**config.mk**
```make
export PLATFORM = sky130hd
export DESIGN_NAME = byte_lane_splitter
export DESIGN_NICKNAME = d
export VERILOG_FILES = /design/src/rtl/bls_pkg.sv /design/src/rtl/bls_ctrl.sv /design/src/rtl/bls_dp.sv /design/src/rtl/byte_lane_splitter.sv
export SDC_FILE = /design/constraint.sdc
export NUM_CORES = 1
export LEC_CHECK = 0
export ABC_AREA = 1
export ABC_CLOCK_PERIOD_IN_PS = 1600
export BUFFER_PORTS_ARGS = -buffer_cell sky130_fd_sc_hd__buf_2
export CORE_ASPECT_RATIO = 1.75
export CORE_MARGIN = 2
export CORE_UTILIZATION = 45
export CTS_BUF_LIST = sky130_fd_sc_hd__clkbuf_4 sky130_fd_sc_hd__clkbuf_8
export DETAILED_ROUTE_END_ITERATION = 7
export PLACE_DENSITY = 0.77
export SETUP_SLACK_MARGIN = 0.15
export SLEW_MARGIN = 5
export SYNTH_ARGS = -nofsm -noshare
export SYNTH_HDL_FRONTEND = slang
export SYNTH_SLANG_ARGS = --single-unit
```
**constraint.sdc**
```tcl
create_clock -name clk -period 1.6 [get_ports clk]
set_clock_uncertainty 0.05 [all_clocks]
set_input_delay 0.24 -clock clk [delete_from_list [all_inputs] [get_ports clk]]
set_output_delay 0.24 -clock clk [all_outputs]
set_load 0.01 [all_outputs]
```
**src/rtl/bls_pkg.sv**
```systemverilog
package bls_pkg;

  typedef enum logic [1:0] {
    ST_IDLE = 2'd0,
    ST_ACC1 = 2'd1,
    ST_ACC2 = 2'd2,
    ST_DONE = 2'd3
  } blsState_e;

  // strobes from control to datapath
  typedef struct packed {
    logic capture;  // register the incoming request
    logic acc1;     // first (or only) memory access
    logic acc2;     // second access of a split word
  } ctrlStrb_t;

endpackage

```
**src/rtl/bls_ctrl.sv**
```systemverilog
module bls_ctrl
  import bls_pkg::*;
(
  input  logic      clk,
  input  logic      rst_n,
  input  logic      reqValid,
  input  logic      splitNeeded,
  output ctrlStrb_t strb,
  output logic      busy,
  output logic      done,
  output logic      memStrobe
);

  blsState_e stQ, stD;

  always_comb begin
    stD  = stQ;
    strb = '0;
    unique case (stQ)
      ST_IDLE: begin
        if (reqValid) begin
          strb.capture = 1'b1;
          stD          = ST_ACC1;
        end
      end
      ST_ACC1: begin
        strb.acc1 = 1'b1;
        stD       = splitNeeded ? ST_ACC2 : ST_DONE;
      end
      ST_ACC2: begin
        strb.acc2 = 1'b1;
        stD       = ST_DONE;
      end
      ST_DONE: stD = ST_IDLE;
      default: stD = ST_IDLE;
    endcase
  end

  always_ff @(posedge clk or negedge rst_n) begin
    if (!rst_n) stQ <= ST_IDLE;
    else        stQ <= stD;
  end

  assign busy      = (stQ != ST_IDLE);
  assign done      = (stQ == ST_DONE);
  assign memStrobe = (stQ == ST_ACC1) || (stQ == ST_ACC2);

  // completion is a single pulse
  a_r8_done_single: assert property (@(posedge clk) disable iff (!rst_n)
    done |=> !done);

  // completion always directly follows an access
  a_r8_done_after_access: assert property (@(posedge clk) disable iff (!rst_n)
    done |-> $past(memStrobe));

  // once busy, nothing restarts the port before done
  a_r9_hold_busy: assert property (@(posedge clk) disable iff (!rst_n)
    (busy && !done) |=> busy);

  // second access only directly after the first
  a_r5_acc2_follows: assert property (@(posedge clk) disable iff (!rst_n)
    (stQ == ST_ACC2) |-> ($past(stQ) == ST_ACC1));

endmodule

```
**src/rtl/bls_dp.sv**
```systemverilog
module bls_dp
  import bls_pkg::*;
#(
  parameter int ADDR_W = 20,
  parameter int LANE_W = 8
) (
  input  logic                clk,
  input  logic                rst_n,
  input  ctrlStrb_t           strb,
  input  logic                reqWrite,
  input  logic                reqWord,
  input  logic [ADDR_W-1:0]   reqAddr,
  input  logic [2*LANE_W-1:0] reqWdata,
  input  logic [2*LANE_W-1:0] memRdata,
  output logic                splitNeeded,
  output logic                memWe,
  output logic [ADDR_W-1:0]   memAddr,
  output logic                memHbeN,
  output logic [2*LANE_W-1:0] memWdata,
  output logic [2*LANE_W-1:0] rspData
);

  localparam int DATA_W = 2 * LANE_W;

  logic [ADDR_W-1:0] addrQ;
  logic [ADDR_W-1:0] addrNext;
  logic              wordQ, writeQ;
  logic [DATA_W-1:0] wdataQ, rspQ;
  logic [LANE_W-1:0] loLaneIn, hiLaneIn;
  logic              accessing;

  assign addrNext    = addrQ + ADDR_W'(1);  // wraps modulo 2^ADDR_W
  assign splitNeeded = wordQ & addrQ[0];
  assign accessing   = strb.acc1 | strb.acc2;
  assign memWe       = writeQ & accessing;
  assign loLaneIn    = memRdata[LANE_W-1:0];
  assign hiLaneIn    = memRdata[DATA_W-1:LANE_W];
  assign rspData     = rspQ;

  // lane steering of address, enables and write data
  always_comb begin
    memAddr  = addrQ;
    memHbeN  = 1'b1;
    memWdata = '0;
    if (strb.acc2) begin
      memAddr                  = addrNext;
      memWdata[LANE_W-1:0]     = wdataQ[DATA_W-1:LANE_W];
    end else if (wordQ && !addrQ[0]) begin
      memHbeN  = 1'b0;
      memWdata = wdataQ;
    end else if (addrQ[0]) begin
      memHbeN                  = 1'b0;
      memWdata[DATA_W-1:LANE_W] = wdataQ[LANE_W-1:0];
    end else begin
      memWdata[LANE_W-1:0]     = wdataQ[LANE_W-1:0];
    end
  end

  always_ff @(posedge clk or negedge rst_n) begin
    if (!rst_n) begin
      addrQ  <= '0;
      wordQ  <= 1'b0;
      writeQ <= 1'b0;
      wdataQ <= '0;
      rspQ   <= '0;
    end else if (strb.capture) begin
      addrQ  <= reqAddr;
      wordQ  <= reqWord;
      writeQ <= reqWrite;
      wdataQ <= reqWdata;
      rspQ   <= '0;
    end else if (strb.acc1 && !writeQ) begin
      unique case ({wordQ, addrQ[0]})
        2'b10:   rspQ <= memRdata;
        2'b11:   rspQ <= {{LANE_W{1'b0}}, hiLaneIn};
        2'b01:   rspQ <= {{LANE_W{1'b0}}, hiLaneIn};
        default: rspQ <= {{LANE_W{1'b0}}, loLaneIn};
      endcase
    end else if (strb.acc2 && !writeQ) begin
      rspQ[DATA_W-1:LANE_W] <= loLaneIn;
    end
  end

  // the empty enable combination never reaches the banks
  a_r10_no_void_enable: assert property (@(posedge clk) disable iff (!rst_n)
    accessing |-> !(memHbeN && memAddr[0]));

  // the closing access of a split uses only the low lane at an even address
  a_r5_second_low_lane: assert property (@(posedge clk) disable iff (!rst_n)
    strb.acc2 |-> (memHbeN && !memAddr[0]));

  // the closing access addresses the byte after the first, with wrap
  a_r6_next_address: assert property (@(posedge clk) disable iff (!rst_n)
    strb.acc2 |-> (memAddr == $past(memAddr) + ADDR_W'(1)));

endmodule

```
**src/rtl/byte_lane_splitter.sv**
```systemverilog
module byte_lane_splitter
  import bls_pkg::*;
#(
  parameter int ADDR_W = 20,
  parameter int LANE_W = 8
) (
  input  logic                clk,
  input  logic                rst_n,
  input  logic                reqValid,
  input  logic                reqWrite,
  input  logic                reqWord,
  input  logic [ADDR_W-1:0]   reqAddr,
  input  logic [2*LANE_W-1:0] reqWdata,
  output logic                busy,
  output logic                done,
  output logic [2*LANE_W-1:0] rspData,
  output logic                memStrobe,
  output logic                memWe,
  output logic [ADDR_W-1:0]   memAddr,
  output logic                memHbeN,
  output logic [2*LANE_W-1:0] memWdata,
  input  logic [2*LANE_W-1:0] memRdata
);

  ctrlStrb_t strb;
  logic      splitNeeded;

  bls_ctrl u_ctrl (
    .clk         (clk),
    .rst_n       (rst_n),
    .reqValid    (reqValid),
    .splitNeeded (splitNeeded),
    .strb        (strb),
    .busy        (busy),
    .done        (done),
    .memStrobe   (memStrobe)
  );

  bls_dp #(
    .ADDR_W (ADDR_W),
    .LANE_W (LANE_W)
  ) u_dp (
    .clk         (clk),
    .rst_n       (rst_n),
    .strb        (strb),
    .reqWrite    (reqWrite),
    .reqWord     (reqWord),
    .reqAddr     (reqAddr),
    .reqWdata    (reqWdata),
    .memRdata    (memRdata),
    .splitNeeded (splitNeeded),
    .memWe       (memWe),
    .memAddr     (memAddr),
    .memHbeN     (memHbeN),
    .memWdata    (memWdata),
    .rspData     (rspData)
  );

  // idle port never strobes the memory
  a_r1_idle_quiet: assert property (@(posedge clk) disable iff (!rst_n)
    !busy |-> !memStrobe);

endmodule

```
; Word level (Yosys, flattened, before mapping)
; Cells that the tools add are included.
[totals]
regBits = 56
out_inout_bits = 57
elab_cells = 50
[op_classes]
addsub = 1
reduce_logical = 11
mux = 21
bitwise_logic = 3
n_eq_ne = 7
[op_table]
columns = op, n
row1 = 2-to-1 mux 8 bit, 7
row2 = 2-to-1 mux 16 bit, 2
row3 = case mux 16 bit (2 select lines), 1
row4 = adder 20 x 1 -> 20 bit (second input constant), 1
row5 = 2-to-1 mux 20 bit, 1
row6 = == test 2 bit (second input constant), 4
row7 = 2-to-1 mux 1 bit, 8
row8 = case mux 2 bit (4 select lines), 1
row9 = == test 2 x 1 -> 1 bit (second input constant), 2
row10 = nonzero test 2 bit, 2
row11 = logical AND 1 bit, 3
row12 = nonzero test 3 bit, 1
row13 = bitwise AND 1 bit, 2
row14 = zero test 1 bit, 2
row15 = zero test 2 bit, 1
row16 = 2-to-1 mux 2 bit, 1
row17 = != test 2 bit (second input constant), 1
row18 = OR reduction 2 bit, 1
row19 = logical OR 1 bit, 1
row20 = bitwise OR 1 bit, 1

; Depth between registers and ports, before layout
; Gate-level depths: netlist of run 1.
[depth]
ltp_word = 6
mapped_depth = 9

; Cells and area by module
; From an unflattened synthesis of run 1, not the netlist that was laid out.
[unflattened]
hier_cells = 428
area_unflattened_um2 = 3145.5
[by_module_without_submodules]
columns = mod, instances, cells_per_inst, area_per_inst_um2
row1 = bls_dp, 1, 403, 2961.6
row2 = bls_ctrl, 1, 25, 183.9

; Least setup slack after synthesis of run 1
; Ideal clock, no wire load.
[synth_timing]
kind = register to output
startpoint = register u_ctrl.stQ[0]
endpoint = output port memWdata[13]
setup_slack_ps = -212
path_buffers = 1
t_required_ps = 1310
path_stages_with_launch = 7
t_arrival_ps = 1522
path_cell_list = dfrtp_1 -> inv_1 -> ha_1 -> inv_2 -> nand2_1 -> buf_2 -> o32ai_1
[synth_between]
elab_chain_cells = 3
[synth_rtl]
columns = item, line_no
row1 = from (decl), bls_ctrl.sv:14  ; blsState_e stQ, stD;
row2 = from (signal assigned), bls_ctrl.sv:41  ; else stQ <= stD;
row3 = == test 2 bit, bls_ctrl.sv:19  ; unique case (stQ)
row4 = 2-to-1 mux 1 bit, bls_ctrl.sv:19
row5 = 2-to-1 mux 8 bit, bls_dp.sv:45  ; if (strb.acc2) begin
row6 = to (decl), byte_lane_splitter.sv:21  ; output logic [2*LANE_W-1:0] memWdata,
; No other way between the ends.

; Worst setup path in the final report of run 1
[layout_timing]
startpoint = register u_ctrl.stQ[0]
endpoint = output port memAddr[7]
[layout_between]
elab_chain_cells = 3
[layout_rtl]
columns = item, line_no
row1 = == test 2 bit, bls_ctrl.sv:19
row2 = 2-to-1 mux 1 bit, bls_ctrl.sv:19
row3 = 2-to-1 mux 20 bit, bls_dp.sv:45
row4 = to (decl), byte_lane_splitter.sv:19  ; output logic [ADDR_W-1:0] memAddr,
; No other way between the ends.

==> summary.md, run 1 <==
| Metric | Value |
|---|---|
| Layout cells sized above 1 | `0.442` |
| CTS H-tree depth | `2` |
| Critical path endpoint category | `output port` |
| Critical Path RT | `1310 ps` |
| Synthesized area | `3030 sq um` |
| Actual slew at the worst max-slew pin | `605 ps` |
| Via count | `3261` |
| Inserted Clock Buffers | `5` |
| Tmin final | `2110 ps` |
| Final std cells w/o fill | `634` |
| Fin. Hold Viols | `0` |
| Max Fclk | `473 MHz` |
| Fillers | `509` |
| Drt wl/cell | `15.5 um` |
| Pin count of the biggest net entering global routing | `29` |
| Std cell rows | `39` |
| Path type of the worst min-delay path | `in2reg` |
| Final wirelength | `9.83 mm` |
| Max Cap Violations | `0` |
| Unrepaired setup endpoints after global routing | `yes` |
| Arrival time at the worst endpoint | `1820 ps` |
| Global router's overall resource usage | `0.248` |
| Cell Pwr Density | `2040 nW/um^2` |
| Clock latency on the worst-skew pair | `320 ps` |
| Initial antenna violation count | `0` |
| Clock Path Buffers | `2` |
| Relative slew margins | `0.596` |
| Yosys cell types | `28` |
| 1st-iter DRT viols | `171` |
| Via density | `5.14` |
| Routability cong. | `0.868` |
| Post-synthesis sequential area ratio | `0.463` |
| Die width | `66.0 um` |
| Detail Route Antenna Nets | `0` |
| Overall die height | `112 um` |
| CTS tree | `built` |
| Initial Util | `0.463` |
| Setup slack after layout | `-514 ps` |
| Crit-path max FO | `5` |
| Seq cells post-synth | `56` |
| Final setup vio count | `95` |
| Status | `finished with violations` |
| Cell count after synthesis | `388` |
| Area growth syn-to-layout | `56.4%` |
| Pre-Repair DR Iteration Count | `4` |
| Max IR drop VDD | `1450 uV` |
| Period utilization | `1.32` |
| Clock transition at path regs | `100 ps` |
| Synth Warn # | `0` |
| # placed instances | `606` |
| Critical path class | `reg2out` |
| Core area | `6540 sq um` |
| DP Worst Slack | `-262 ps` |
| Die area | `7420 sq um` |
| Failing checks | `negative setup slack` |
| Leakage power | `2.39 nW` |
| Setup_tns | `-22090 ps` |
| TritonCTS Sinks | `56` |
| First-pass GRT wire length | `14.3 mm` |
| Top Ports | `114` |
| Clock root cell | `clkbuf_8` |
| Drc violations | `0` |
| Post-DP HPWL | `6.34 mm` |
| Overall power | `0.00966 W` |
| Max Slew Vio Count | `0` |
| Net Count, Synth | `451` |
| Number of port buffers | `113` |
| Final net count | `614` |
| Syn_area_per_cell | `7.80 sq um` |
| Global route overflow | `0` |
| Worst Setup Start Kind | `register` |
| Vias in the first global route | `3187` |
| Ant diodes | `0` |
## layout by cell type (no fill, tap or decap), drive strengths merged, types with 7 or more instances in the layout
master and n:
buf 166, clkbuf 7, dfrtp 56, inv 41
mux2i 8, nand2 133, nand3 9, nor2 27
o21ai 49, o22ai 8, o32ai 8, xnor2 7
xor2 9
## cell usage after synthesis, drive strengths merged
library cell  instances  area, sq um
a211oi                1         12.5
a21oi                 3         15.0
buf                   5         27.5
clkbuf                8         30.0
clkinv                1         3.75
dfrtp                56         1400
ha                    6         75.1
inv                  43          161
mux2i                 8         80.1
nand2               132          498
nand3                 9         50.1
nand4                 6         37.5
nor2                 27          114
nor3                  1         5.00
o21ai                49          249
o22ai                 8         50.1
o32ai                 8         70.1
or2                   1         6.26
xnor2                 7         61.3
xor2                  9         78.8
## worst max-delay path: stages, from the launching register on
cell and delay, ps:
dfrtp_1 400, inv_2 80, ha_4 170, nand2_4 60, nor2_4 210, nand3_4 130
nor2_4 110, xor2_1 180, buf_2 160
## path summary, 6_finish.rpt
check                           startpoint              end  slack, ps  depth (start not counted)
max                          u_ctrl.stQ[0]       memAddr[7]       -510                          8
min                            reqAddr[12]   u_dp.addrQ[12]         50                          3
max reg2reg                  u_ctrl.stQ[1]   u_dp.addrQ[19]       -170                         11
min reg2reg                u_dp.rspData[7]  u_dp.rspData[7]        450                          2
max in group asynchronous            rst_n    u_dp.addrQ[6]        770                          3
min in group asynchronous            rst_n   u_dp.wdataQ[6]        180                          2
## state kept, by name, indices dropped and copies added, names as in the netlist
signal and flops:
u_dp.wdataQ 16, u_ctrl.stQ 2, u_dp.rspData 16, u_dp.writeQ 1, u_dp.wordQ 1, u_dp.addrQ 20
## cell type report
class	count	area (sq um)	area share
multi-input combinational	276	1810	0.382
tap	82	103	0.0217
inverter	44	193	0.0407
clock buffer	6	76.3	0.0161
sequential	56	1400	0.296
timing repair buffer	168	1120	0.236
clock inverter	2	35.0	0.00740
## through the flow
step	hold WS (ps)	util	area, sq um
final	52.1	0.724	4730
after CTS	52.7	0.683	4460
after global placement	-15.0	0.623	4070
after floorplan	-106	-	3190
after global routing	61.5	0.724	4730
after detailed placement	-13.9	0.623	4070
## layer usage
layer / GRT usage / share of wire
met5: 0 / 0
met4: 0.0952 / 0.048
met3: 0.0421 / 0.049
met2: 0.443 / 0.55
met1: 0.289 / 0.35
## kinds of logic (layout without fill, tap and decap cells)
logic type,after synthesis,count (layout),share of synthesized area
compound gates,69,69,0.131
xor+xnor,16,16,0.0463
fa+ha+maj,6,6,0.0248
buf+inv,57,220,0.0736
flops,56,56,0.463
mux,8,8,0.0265
simple gates,176,177,0.235
## timing repair
item,CTS,global route
gates cloned,1,2
hold buffers,1,0
pin swaps,9,10
buffers inserted,9,7
endpoints found under the setup margin,97,97
gates resized for setup,47,48
hold endpoints to repair,56,0
## where the power goes
| part | total, W | switching, W | leakage [nW] | internal [W] |
|---|---|---|---|---|
| sequential | 0.00252 | 0.000459 | 0.702 | 0.00206 |
| clock | 0.000962 | 0.000479 | 0.0586 | 0.000483 |
| combinational | 0.00618 | 0.00340 | 1.63 | 0.00278 |
Power figures use the tool's default switching activity.
==> inputs of run 2 (changes only) <==
ABC_AREA = not set   (was 1)
PLACE_DENSITY = 0.78   (was 0.77)
==> summary.md, run 2 <==
| Metric | Value |
|---|---|
| Final core utilization | `0.755` |
| Final net count | `565` |
| Max Cap Violations | `0` |
| Pin count of the biggest net entering global routing | `57` |
| First-pass GRT wire length | `15.6 mm` |
| Post-synth EDFFs | `0` |
| Die area | `7230 sq um` |
| Cell breakdown of the critical path | `inv_2 > ha_4 > and4_4 > and3_4 > buf_4 > nand3_2 > xnor2_2 > buf_2` |
| TritonCTS Sinks | `56` |
| Clock root cell | `clkbuf_8` |
| Path type of the worst min-delay path | `in2reg` |
| Drc violations | `0` |
| Critical path endpoint category | `output port` |
| Max reg flops | `20` |
| Status | `finished with violations` |
| Fillers | `428` |
| Die width | `65.1 um` |
| Yosys cell types | `32` |
| Synthesized area | `2940 sq um` |
| Global router's overall resource usage | `0.281` |
| Pre-Repair DR Iteration Count | `4` |
| Post-synthesis sequential area ratio | `0.476` |
| Clock latency on the worst-skew pair | `330 ps` |
| Vias in the first global route | `3271` |
| Unrepaired setup endpoints after global routing | `yes` |
| Asr flop ratio synth | `1.00` |
| Setup slack after layout | `-529 ps` |
| Inserted Clock Buffers | `5` |
| Tmin final | `2130 ps` |
| Relative slew margins | `0.751` |
| Top Ports | `114` |
| Top cell type's share of synthesized area | `0.476` |
| # placed instances | `554` |
| Max IR drop VDD | `1330 uV` |
| Routability cong. | `0.874` |
| Initial Util | `0.457` |
| Detail Route Antenna Nets | `0` |
| Synth area leaders | `dfrtp_1 (48%), nand2_1 (16%), xnor2_1 (4.8%), nor2_1 (3.8%), mux2i_1 (2.7%)` |
| Register area | `1400 sq um` |
| Most flops, register | `u_dp.addrQ` |
| Crit-path max FO | `4` |
| Area leader, netlist | `dfrtp_1` |
| Critical path class | `reg2out` |
| CTS H-tree depth | `2` |
| Most numerous cell in the Yosys netlist | `nand2_1` |
| Clock Path Buffers | `2` |
| Area growth syn-to-layout | `65.2%` |
| Worst path slowest cell | `dfrtp_1` |
| Max Fclk | `470 MHz` |
| Via density | `5.46` |
| Via count | `3192` |
| Leakage power | `2.49 nW` |
| Clock transition at path regs | `110 ps` |
| Seq cells post-synth | `56` |
| Most frequent cells in the layout | `nand2_1 (111), buf_2 (102), dfrtp_1 (56)` |
| Failing checks | `negative setup slack` |
| Most common cell after layout, fill and taps aside | `nand2_1` |
| Arrival time at the worst endpoint | `1840 ps` |
| Max incr delay on CP | `400 ps` |
| Overall die height | `111 um` |
| Cell Pwr Density | `2100 nW/um^2` |
| Final std cells w/o fill | `585` |
| Ant diodes | `0` |
| Final hold slack | `49.7 ps` |
| Worst Setup Start Kind | `register` |
| CTS tree | `built` |
| Synth Warn # | `0` |
| Multi-input logic area | `1880 sq um` |
| Period utilization | `1.33` |
| Post-DP HPWL | `6.33 mm` |
| Ys flop type | `dfrtp_1` |
| Syn_area_per_cell | `8.63 sq um` |
| Global route overflow | `0` |
| Fin. Hold Viols | `0` |
| Synth cell count leaders | `nand2_1 (122), dfrtp_1 (56), nor2_1 (30)` |
| Net Count, Synth | `404` |
| Critical Path RT | `1310 ps` |
| Final wirelength | `10.3 mm` |
| Drt wl/cell | `17.6 um` |
| Actual slew at the worst max-slew pin | `371 ps` |
| Max Slew Vio Count | `0` |
| Std cell rows | `39` |
| Core area | `6440 sq um` |
| Final setup vio count | `97` |
| Number of port buffers | `113` |
| Layout cells sized above 1 | `0.521` |
| Initial antenna violation count | `0` |
| Cell count after synthesis | `341` |
| 1st-iter DRT viols | `248` |
-- run 2: cell families after synthesis --
group / share of synthesized area
and+or+nand+nor: 0.256
DFF: 0.476
adders and majority gates: 0.0255
buffers and inverters: 0.0374
muxes: 0.0348
AOI/OAI and AO/OA: 0.113
xor gates and xnor gates: 0.0565
-- run 2: path summary, 6_finish.rpt --
| kind | from | endpoint | slack (ps) | cells after the start |
|---|---|---|---|---|
| worst max-delay path | u_ctrl.stQ[0] | memAddr[7] | -530 | 8 |
| worst min-delay path | reqAddr[18] | u_dp.addrQ[18] | 50 | 3 |
| worst max register to register | u_ctrl.stQ[1] | u_dp.rspData[2] | -320 | 10 |
| worst min register to register | u_dp.wdataQ[8] | u_dp.wdataQ[8] | 480 | 2 |
| max in group asynchronous | rst_n | u_dp.rspData[3] | 850 | 3 |
| min in group asynchronous | rst_n | u_dp.rspData[2] | 400 | 3 |
-- run 2: critical path: cells and delay by family (launching register included) --
family	cells	cell delay, ps
adder cells (fa/ha/maj)	1	130
AND/OR/NAND/NOR	3	510
XOR/XNOR	1	130
flip-flops	1	400
buffers and inverters	3	350
-- run 2: report_power, final --
part | internal, W | leakage [nW] | switching, W | total, W
logic | 0.00340 | 1.75 | 0.00333 | 0.00673
registers | 0.00210 | 0.690 | 0.000565 | 0.00267
clock network | 0.000330 | 0.0448 | 0.000484 | 0.000814
-- run 2: what timing repair did --
| item | in CTS | in global routing |
|---|---|---|
| endpoints found under the hold margin | 56 | 0 |
| resized for setup | 76 | 50 |
| hold buffers | 1 | 0 |
| endpoints found under the setup margin | 97 | 97 |
| buffers inserted | 10 | 4 |
| pin swaps | 27 | 13 |
| cloned | 7 | 1 |
-- run 2: through the flow --
step / power [W] / TNS [ps] / area, sq um / worst slack [ps]
after floorplan: 0.00526 / -2970 / 3070 / -210
after global placement: 0.00704 / -4080 / 3970 / -194
after detailed placement: 0.00721 / -6330 / 3970 / -223
after CTS: 0.00939 / -17090 / 4640 / -500
after global routing: 0.0108 / -36680 / 4860 / -612
final: 0.0102 / -31560 / 4860 / -529
-- run 2: area by class of cell --
type	count	share of cell area
well taps	82	0.0211
flip-flops and latches	56	0.288
inverters	3	0.00283
multi-input cells	260	0.386
clock inverters	2	0.00334
clock buffers	6	0.0157
repair buffers	176	0.283
-- run 2: layer usage --
| layer | wire (um) | share of wire | track usage | up-vias |
|---|---|---|---|---|
| met2 | 5860 | 0.57 | 0.529 | 149 |
| met3 | 585 | 0.057 | 0.0467 | 39 |
| met5 | 0 | 0 | 0 | - |
| met4 | 412 | 0.040 | 0.126 | 0 |
| met1 | 3450 | 0.33 | 0.293 | 1544 |
| li1 | - | - | - | 1460 |
